==> src/rtl/rtc_pkg.sv <==
`timescale 1ns/1ps
package rtc_pkg;
  localparam int TIME_BYTES = 8;
  localparam int TIX_W      = $clog2(TIME_BYTES);
  // time byte positions
  localparam int SEC_O  = 1;
  localparam int MIN_O  = 2;
  localparam int HR_O   = 3;
  localparam int DATE_O = 5;
  localparam int MON_O  = 6;
  localparam int YR_O   = 7;
  // control byte positions and bits
  localparam int SQEN_O   = 'h0A;
  localparam int HALT_O   = 'h0C;
  localparam int RATE_O   = 'h13;
  localparam int CTL_BIT  = 6;
  localparam int RATE_W   = 4;

  typedef logic [TIME_BYTES-1:0][7:0] tbank_t;

  function automatic logic [7:0] bcd_step(input logic [7:0] v);
    if (v[3:0] >= 4'd9) return {v[7:4] + 4'd1, 4'd0};
    return {v[7:4], v[3:0] + 4'd1};
  endfunction

  function automatic logic [5:0] month_end(input logic [4:0] m);
    case (m)
      5'h02:                      return 6'h28;
      5'h04, 5'h06, 5'h09, 5'h11: return 6'h30;
      default:                    return 6'h31;
    endcase
  endfunction
endpackage

==> src/rtl/rtc_prescale.sv <==
`timescale 1ns/1ps
module rtc_prescale #(
  parameter int DIV_W  = 15,
  parameter int RATE_W = 4
) (
  input  logic              clk,
  input  logic              rst,
  input  logic              tick,
  input  logic              run,
  input  logic              clr,
  input  logic              sq_en,
  input  logic [RATE_W-1:0] sq_code,
  output logic              sec_stb,
  output logic              sq_out
);
  localparam int NTAP = 2**RATE_W;
  localparam logic [DIV_W-1:0] DIV_MAX = '1;

  logic [DIV_W-1:0] div;
  logic [NTAP-1:0]  tap;

  assign sec_stb = tick & run & ~clr & (div == DIV_MAX);

  always_ff @(posedge clk) begin
    if (rst)              div <= '0;
    else if (clr)         div <= '0;
    else if (tick && run) div <= div + DIV_W'(1);
  end

  assign tap[0] = 1'b0;
  assign tap[1] = tick;
  for (genvar c = 2; c < NTAP; c++) begin : g_tap
    if (c - 1 < DIV_W) begin : g_on
      assign tap[c] = div[c-1];
    end else begin : g_off
      assign tap[c] = 1'b0;
    end
  end

  always_ff @(posedge clk) begin
    if (rst) sq_out <= 1'b0;
    else     sq_out <= sq_en & tap[sq_code];
  end

  // disabled or code 0 keeps the output low
  a_r11_sq_quiet: assert property (@(posedge clk) disable iff (rst)
    (!sq_en || sq_code == '0) |=> !sq_out);
  // right after a clear no second step is possible
  a_r7_no_early_step: assert property (@(posedge clk) disable iff (rst)
    clr |=> !sec_stb);
endmodule

==> src/rtl/rtc_calendar.sv <==
`timescale 1ns/1ps
module rtc_calendar
  import rtc_pkg::*;
(
  input  logic             clk,
  input  logic             rst,
  input  logic             sec_stb,
  input  logic             ld_en,
  input  logic [TIX_W-1:0] ld_idx,
  input  logic [7:0]       ld_data,
  output tbank_t           tm
);
  tbank_t nxt;

  always_comb begin
    nxt = tm;
    nxt[SEC_O][6:0] = 7'(bcd_step({1'b0, tm[SEC_O][6:0]}));
    if (tm[SEC_O][6:0] == 7'h59) begin
      nxt[SEC_O][6:0] = '0;
      nxt[MIN_O][6:0] = 7'(bcd_step({1'b0, tm[MIN_O][6:0]}));
      if (tm[MIN_O][6:0] == 7'h59) begin
        nxt[MIN_O][6:0] = '0;
        nxt[HR_O][5:0]  = 6'(bcd_step({2'b0, tm[HR_O][5:0]}));
        if (tm[HR_O][5:0] == 6'h23) begin
          nxt[HR_O][5:0]   = '0;
          nxt[DATE_O][5:0] = 6'(bcd_step({2'b0, tm[DATE_O][5:0]}));
          if (tm[DATE_O][5:0] == month_end(tm[MON_O][4:0])) begin
            nxt[DATE_O][5:0] = 6'h01;
            nxt[MON_O][4:0]  = 5'(bcd_step({3'b0, tm[MON_O][4:0]}));
            if (tm[MON_O][4:0] == 5'h12) begin
              nxt[MON_O][4:0] = 5'h01;
              nxt[YR_O]       = (tm[YR_O] == 8'h99) ? 8'h00 : bcd_step(tm[YR_O]);
            end
          end
        end
      end
    end
  end

  always_ff @(posedge clk) begin
    if (rst)          tm <= '0;
    else if (ld_en)   tm[ld_idx] <= ld_data;
    else if (sec_stb) tm <= nxt;
  end

  // with the stop bit set and no write, nothing moves
  a_r5_stop_holds: assert property (@(posedge clk) disable iff (rst)
    (tm[SEC_O][7] && !ld_en) |=> $stable(tm));
  // flag bits above the fields survive counting
  a_r6_flags_kept: assert property (@(posedge clk) disable iff (rst)
    !ld_en |=> (tm[MIN_O][7] == $past(tm[MIN_O][7]) &&
                tm[HR_O][7:6] == $past(tm[HR_O][7:6]) &&
                tm[DATE_O][7:6] == $past(tm[DATE_O][7:6]) &&
                tm[MON_O][7:5] == $past(tm[MON_O][7:5])));
endmodule

==> src/rtl/rtc_regport.sv <==
`timescale 1ns/1ps
module rtc_regport
  import rtc_pkg::*;
#(
  parameter int NREG = 32,
  localparam int AW  = $clog2(NREG)
) (
  input  logic              clk,
  input  logic              rst,
  input  logic              bus_start,
  input  logic [AW-1:0]     bus_addr,
  input  logic              bus_wr,
  input  logic [7:0]        bus_wdata,
  input  logic              bus_rd,
  input  logic              bus_stop,
  input  tbank_t            tm,
  output logic [7:0]        rdata,
  output logic              rdata_vld,
  output logic              ld_en,
  output logic [TIX_W-1:0]  ld_idx,
  output logic [7:0]        ld_data,
  output logic              halt,
  output logic              sq_en,
  output logic [RATE_W-1:0] sq_code
);
  logic [AW-1:0] ptr;
  logic          freeze;
  tbank_t        snap;
  logic [7:0]    ctl [NREG];
  logic          acc_rd, acc_wr, is_time, hold;

  assign acc_rd  = bus_rd & ~bus_start;
  assign acc_wr  = bus_wr & ~bus_start;
  assign is_time = ptr < AW'(TIME_BYTES);
  assign hold    = freeze | halt;

  assign ld_en   = acc_wr & is_time;
  assign ld_idx  = ptr[TIX_W-1:0];
  assign ld_data = bus_wdata;

  assign halt    = ctl[HALT_O][CTL_BIT];
  assign sq_en   = ctl[SQEN_O][CTL_BIT];
  assign sq_code = ctl[RATE_O][7 -: RATE_W];

  always_ff @(posedge clk) begin
    if (rst)                  ptr <= '0;
    else if (bus_start)       ptr <= bus_addr;
    else if (acc_rd | acc_wr) ptr <= ptr + AW'(1);
  end

  always_ff @(posedge clk) begin
    if (rst)                  freeze <= 1'b0;
    else if (bus_stop)        freeze <= 1'b0;
    else if (acc_rd | acc_wr) freeze <= is_time;
  end

  always_ff @(posedge clk) begin
    if (rst) snap <= '0;
    else begin
      if (!hold) snap <= tm;
      if (ld_en) snap[ld_idx] <= bus_wdata;
    end
  end

  always_ff @(posedge clk) begin
    if (rst) begin
      for (int i = 0; i < NREG; i++) ctl[i] <= '0;
    end else if (acc_wr && !is_time) begin
      ctl[ptr] <= bus_wdata;
    end
  end

  always_ff @(posedge clk) begin
    if (rst) begin
      rdata     <= '0;
      rdata_vld <= 1'b0;
    end else begin
      rdata_vld <= acc_rd;
      if (acc_rd) rdata <= is_time ? snap[ptr[TIX_W-1:0]] : ctl[ptr];
    end
  end

  // each access advances the pointer by one
  a_r10_ptr_step: assert property (@(posedge clk) disable iff (rst)
    (acc_rd || acc_wr) |=> ptr == $past(ptr) + AW'(1));
  // read results one edge later, and only then
  a_r12_rd_latency: assert property (@(posedge clk) disable iff (rst)
    acc_rd |=> rdata_vld);
  a_r12_no_spurious: assert property (@(posedge clk) disable iff (rst)
    !acc_rd |=> !rdata_vld);
  // a frozen view only changes through writes
  a_r8_frozen_view: assert property (@(posedge clk) disable iff (rst)
    (freeze && !ld_en) |=> $stable(snap));
  // halt-update holds the view
  a_r9_halt_view: assert property (@(posedge clk) disable iff (rst)
    (halt && !ld_en) |=> $stable(snap));
endmodule

==> src/rtl/rtc_bcd_core.sv <==
`timescale 1ns/1ps
module rtc_bcd_core
  import rtc_pkg::*;
#(
  parameter int DIV_W = 15,
  parameter int NREG  = 32
) (
  input  logic                    clk,
  input  logic                    rst,
  input  logic                    tick_32k,
  input  logic                    bus_start,
  input  logic [$clog2(NREG)-1:0] bus_addr,
  input  logic                    bus_wr,
  input  logic [7:0]              bus_wdata,
  input  logic                    bus_rd,
  input  logic                    bus_stop,
  output logic [7:0]              rdata,
  output logic                    rdata_vld,
  output logic                    sqw_out
);
  tbank_t             tm;
  logic               ld_en, halt, sq_en, sec_stb;
  logic [TIX_W-1:0]   ld_idx;
  logic [7:0]         ld_data;
  logic [RATE_W-1:0]  sq_code;

  rtc_regport #(.NREG(NREG)) u_port (
    .clk(clk), .rst(rst), .bus_start(bus_start), .bus_addr(bus_addr),
    .bus_wr(bus_wr), .bus_wdata(bus_wdata), .bus_rd(bus_rd),
    .bus_stop(bus_stop), .tm(tm), .rdata(rdata), .rdata_vld(rdata_vld),
    .ld_en(ld_en), .ld_idx(ld_idx), .ld_data(ld_data), .halt(halt),
    .sq_en(sq_en), .sq_code(sq_code)
  );

  rtc_prescale #(.DIV_W(DIV_W), .RATE_W(RATE_W)) u_div (
    .clk(clk), .rst(rst), .tick(tick_32k), .run(~tm[SEC_O][7]),
    .clr(ld_en), .sq_en(sq_en), .sq_code(sq_code),
    .sec_stb(sec_stb), .sq_out(sqw_out)
  );

  rtc_calendar u_cal (
    .clk(clk), .rst(rst), .sec_stb(sec_stb), .ld_en(ld_en),
    .ld_idx(ld_idx), .ld_data(ld_data), .tm(tm)
  );

  initial begin
    if (NREG <= RATE_O) $error("NREG too small for control bytes");
  end
endmodule

==> config.mk <==
export PLATFORM = sky130hd
export DESIGN_NAME = rtc_bcd_core
export DESIGN_NICKNAME = d
export VERILOG_FILES = /design/src/rtl/rtc_pkg.sv /design/src/rtl/rtc_prescale.sv /design/src/rtl/rtc_calendar.sv /design/src/rtl/rtc_regport.sv /design/src/rtl/rtc_bcd_core.sv
export SDC_FILE = /design/constraint.sdc
export NUM_CORES = 1
export LEC_CHECK = 0
export BUFFER_PORTS_ARGS = -buffer_cell sky130_fd_sc_hd__buf_2
export CAP_MARGIN = 30
export CORE_MARGIN = 5
export CORE_UTILIZATION = 40
export DETAILED_ROUTE_END_ITERATION = 8
export GPL_TIMING_DRIVEN = 0
export PLACE_DENSITY = 0.58
export REMOVE_ABC_BUFFERS = 1
export SYNTH_ARGS = -nofsm -noshare
export SYNTH_HDL_FRONTEND = slang
export SYNTH_SLANG_ARGS = --single-unit
==> constraint.sdc <==
create_clock -name clk -period 3.8 [get_ports clk]
set_clock_uncertainty 0.05 [all_clocks]
set_input_delay 0.19 -clock clk [delete_from_list [all_inputs] [get_ports clk]]
set_output_delay 0.19 -clock clk [all_outputs]
set_load 0.005 [all_outputs]
==> results by group <==
Worst setup path
  • CP endpoint kind: flip-flop
  • Worst Path Required: 4.20 ns
  • CP Launch Type: flip-flop
  • WS Path Type: flip-flop to flip-flop
  • Arrival time at the worst endpoint: 3.91 ns
  • Worst Path Max Fanout: 17

Synthesis
  • Synth Area in Compound Gates: 8.77%
  • Mux contribution to synthesized area: 14.2%
  • Post-synthesis xor/xnor area fraction: 0.834%
  • Primary FF master, synth: edfxtp_1
  • Post-synthesis sequential area ratio: between 50% and 60%
  • Adder-cell share of the synthesized area: 1.94%
  • Post-synth ARST share: 0%
  • Simple-Gate Fraction of Synth Area: 16.3%
  • Synth top area share: 38.5%
  • Synthesis-stage register bit count: 420
  • Main combinational cell family by area after synthesis: simple AND/OR/NAND/NOR gates
  • Post-synth EDFFs: 256
  • Yosys cell types: 76
  • Synth top area cells: edfxtp_1, dfxtp_1, mux4_2
  • Cell Area, Synth: 20000 µm²
  • Yosys Warn Count: 0
  • Avg Cell Area, Syn: 11.7 µm²
  • Post-Syn Instances: 1699
  • Synth area leader: edfxtp_1

Global route
  • GR Util met3: about 3.5%
  • GR Util All Layers: 19.2%
  • GR peak layer: met2
  • Gr ovfl total: 0
  • Vias in the first global route: 13625
  • First-pass GRT wire length: a little over 80 mm
  • Antenna violations before repair: 3
  • Met1 Usage GRT: 26.1%
  • Met2 Use GR: 31.8%
  • Pin count of the biggest net entering global routing: 123

Floorplanning
  • DIE WIDTH: 233 µm
  • Initial Utilization: 40.6%
  • I/O pin total: 30
  • Die area: 54500 µm²
  • CORE AREA: about 50000 µm²
  • Die Ht: 233 µm
  • Site row count: just over 80

Layout
  • Sequential cell area: between 10000 and 15000 µm²
  • Commonest non-fill, non-tap cell in the layout: edfxtp_1
  • Layout Nets: about 1800
  • Fill cells: 4448
  • Most frequent cells in the layout: edfxtp_1, and2_1, nand2_1
  • Layout area overhead: 14.9%
  • Layout cells sized above 1: 17.0%
  • Area of the multi-input gates: 8650 µm²

Drt
  • Via count: 13556
  • ANT nets after route: 0
  • DRC: 0
  • Vias per cell: 5.49
  • Routed WL per cell: 21.2 µm
  • DRT Pass-1 Iters: 5
  • Final WL: 52.3 mm
  • DRT iter0 DRCs: ~1100

Power and ir drop
  • Final Power: 10.7 mW
  • Clock share of power: 45.2%
  • Maximum vdd drop: 0.000319 V
  • Sequential share of power: 47.9%
  • Pint: 8.19 mW
  • Sw Share: between 20% and 30%
  • Power Dens Cells: 465 nW/µm²
  • Net switching power figure: about 2.5 mW
  • Comb power frac: 6.9%
  • Leak pwr: slightly above 8 nW

Outcome
  • Status: completed

CTS
  • Num CTS Buffers: 47
  • Clock Tree Buf Depth: 3
  • # clock sinks: between 400 and 500
  • Clock latency on the worst-skew pair: 0.60 ns
  • CTS tree: built
  • H-tree depth: 2
  • Post_cts resized: 0
  • CTS root buf: clkbuf_16
  • Reg clk slew, reported paths: 0.06 ns

Timing
  • Post-route setup TNS: 0 ns
  • Worst Tran Pin Value: just over 1 ns
  • Slew HR: 30.5%
  • Final Hold Viols: 0
  • Crit share post-route: between 90 and 100%
  • Final min period: 3.51 ns
  • Final Slew Violations: 0
  • Final Setup Violations: 0
  • RSZ-0062 raised after global routing: false
  • FMAX: approximately 280 MHz

Job
  • MaxCap Viol Count: 0

Worst hold path
  • Hold/Removal Path Class: input port to flip-flop

Placement
  • Routability Congestion: 0.832
  • PortBufs: 29
  • HPWL after detailed placement: 34.2 mm
metal layers:
layer | up-vias | share of wire, %
li1 | 6353 | -
met1 | 6759 | 44
met3 | 81 | 5.2
met4 | 2 | 2.4
met5 | - | 0.038
met2 | 361 | 48
flip-flops by register name (all words and copies together) (netlist names), named ones only:
name	flops
u_div.div	15
u_port.rdata_vld	1
u_port.ctl	256
u_port.freeze	1
u_div.sq_out	1
u_cal.tm	64
u_port.snap	64
u_port.rdata	8
u_port.ptr	5
area by class of cell:
type,instances,share of cell area [%]
Timing Repair Buffer,80,3.05
Multi-Input combinational cell,1191,37.8
Sequential cell,420,47.9
Tap cell,664,3.62
Clock buffer,66,6.03
Inverter,27,0.442
Clock inverter,22,1.17
Antenna cell,1,0.0109
final timing paths:
| kind | start | depth (start not counted) | end | slack [ns] |
|---|---|---|---|---|
| setup / recovery | u_port.ptr[3] | 7 | u_cal.tm[44] | 0.29 |
| hold / removal | tick_32k | 4 | u_div.div[0] | 0.09 |
| setup reg to reg | u_port.ptr[3] | 7 | u_cal.tm[44] | 0.29 |
| hold reg to reg | u_cal.tm[0] | 2 | u_cal.tm[0] | 0.40 |
per-stage QoR:
stage	cells	util (%)	hold WS (ns)	setup WS, ns	area [µm²]
2_1_floorplan	1638	-	0.209	-0.673	19700
3_3_place_gp	2331	42.1	0.318	-2.88	20700
3_5_place_dp	2370	43.0	0.321	0.354	21200
4_1_cts	2469	46.6	0.0687	0.307	22900
5_1_grt	2470	46.6	0.0948	0.145	22900
6_report	2471	46.6	0.0924	0.289	22900
cells in the mapped netlist, drive strengths merged (10+ instances only):
cell / instances
buf: 24
clkbuf: 100
o21ai: 74
nor4: 11
a21oi: 114
inv: 26
nand3: 32
mux2i: 32
and2: 196
nor3: 14
dfxtp: 164
mux2: 54
a211oi: 18
xnor2: 10
a31oi: 14
nor2: 106
ha: 31
edfxtp: 256
mux4: 85
nand2: 179
timing repair:
action / 4_1_cts / 5_1_grt
endpoints found under the hold margin: 20 / 0
buffers inserted: 0 / 0
hold buffers: 11 / 0
kinds of logic after synthesis:
kind of cell	count (synthesis)
muxes	171
and+or+nand+nor	617
other	1
AOI/OAI and AO/OA	289
adders and majority gates	31
buffers and inverters	151
xor gates and xnor gates	19
DFF	420
power groups by stage:
stage | Sequential [mW] | Clock [mW] | Combinational [mW]
CTS | 5.11 | 4.91 | 0.740
finish | 5.11 | 4.82 | 0.739
global placement | 5.24 | 0 | 0.657
global route | 5.13 | 5.08 | 0.788
floorplan | 5.18 | 0 | 0.391
detailed placement | 5.21 | 0 | 0.729
worst max-delay path, cell delays in order, from the launching register on:
cell and delay, ns:
dfxtp_1 0.77, or4b_1 0.66, buf_16 0.23, nand3_1 0.17, nor4_1 0.64, nor2_1 0.25
a2111oi_0 0.48, nor3_1 0.08
(Power assumes the default switching activity.)
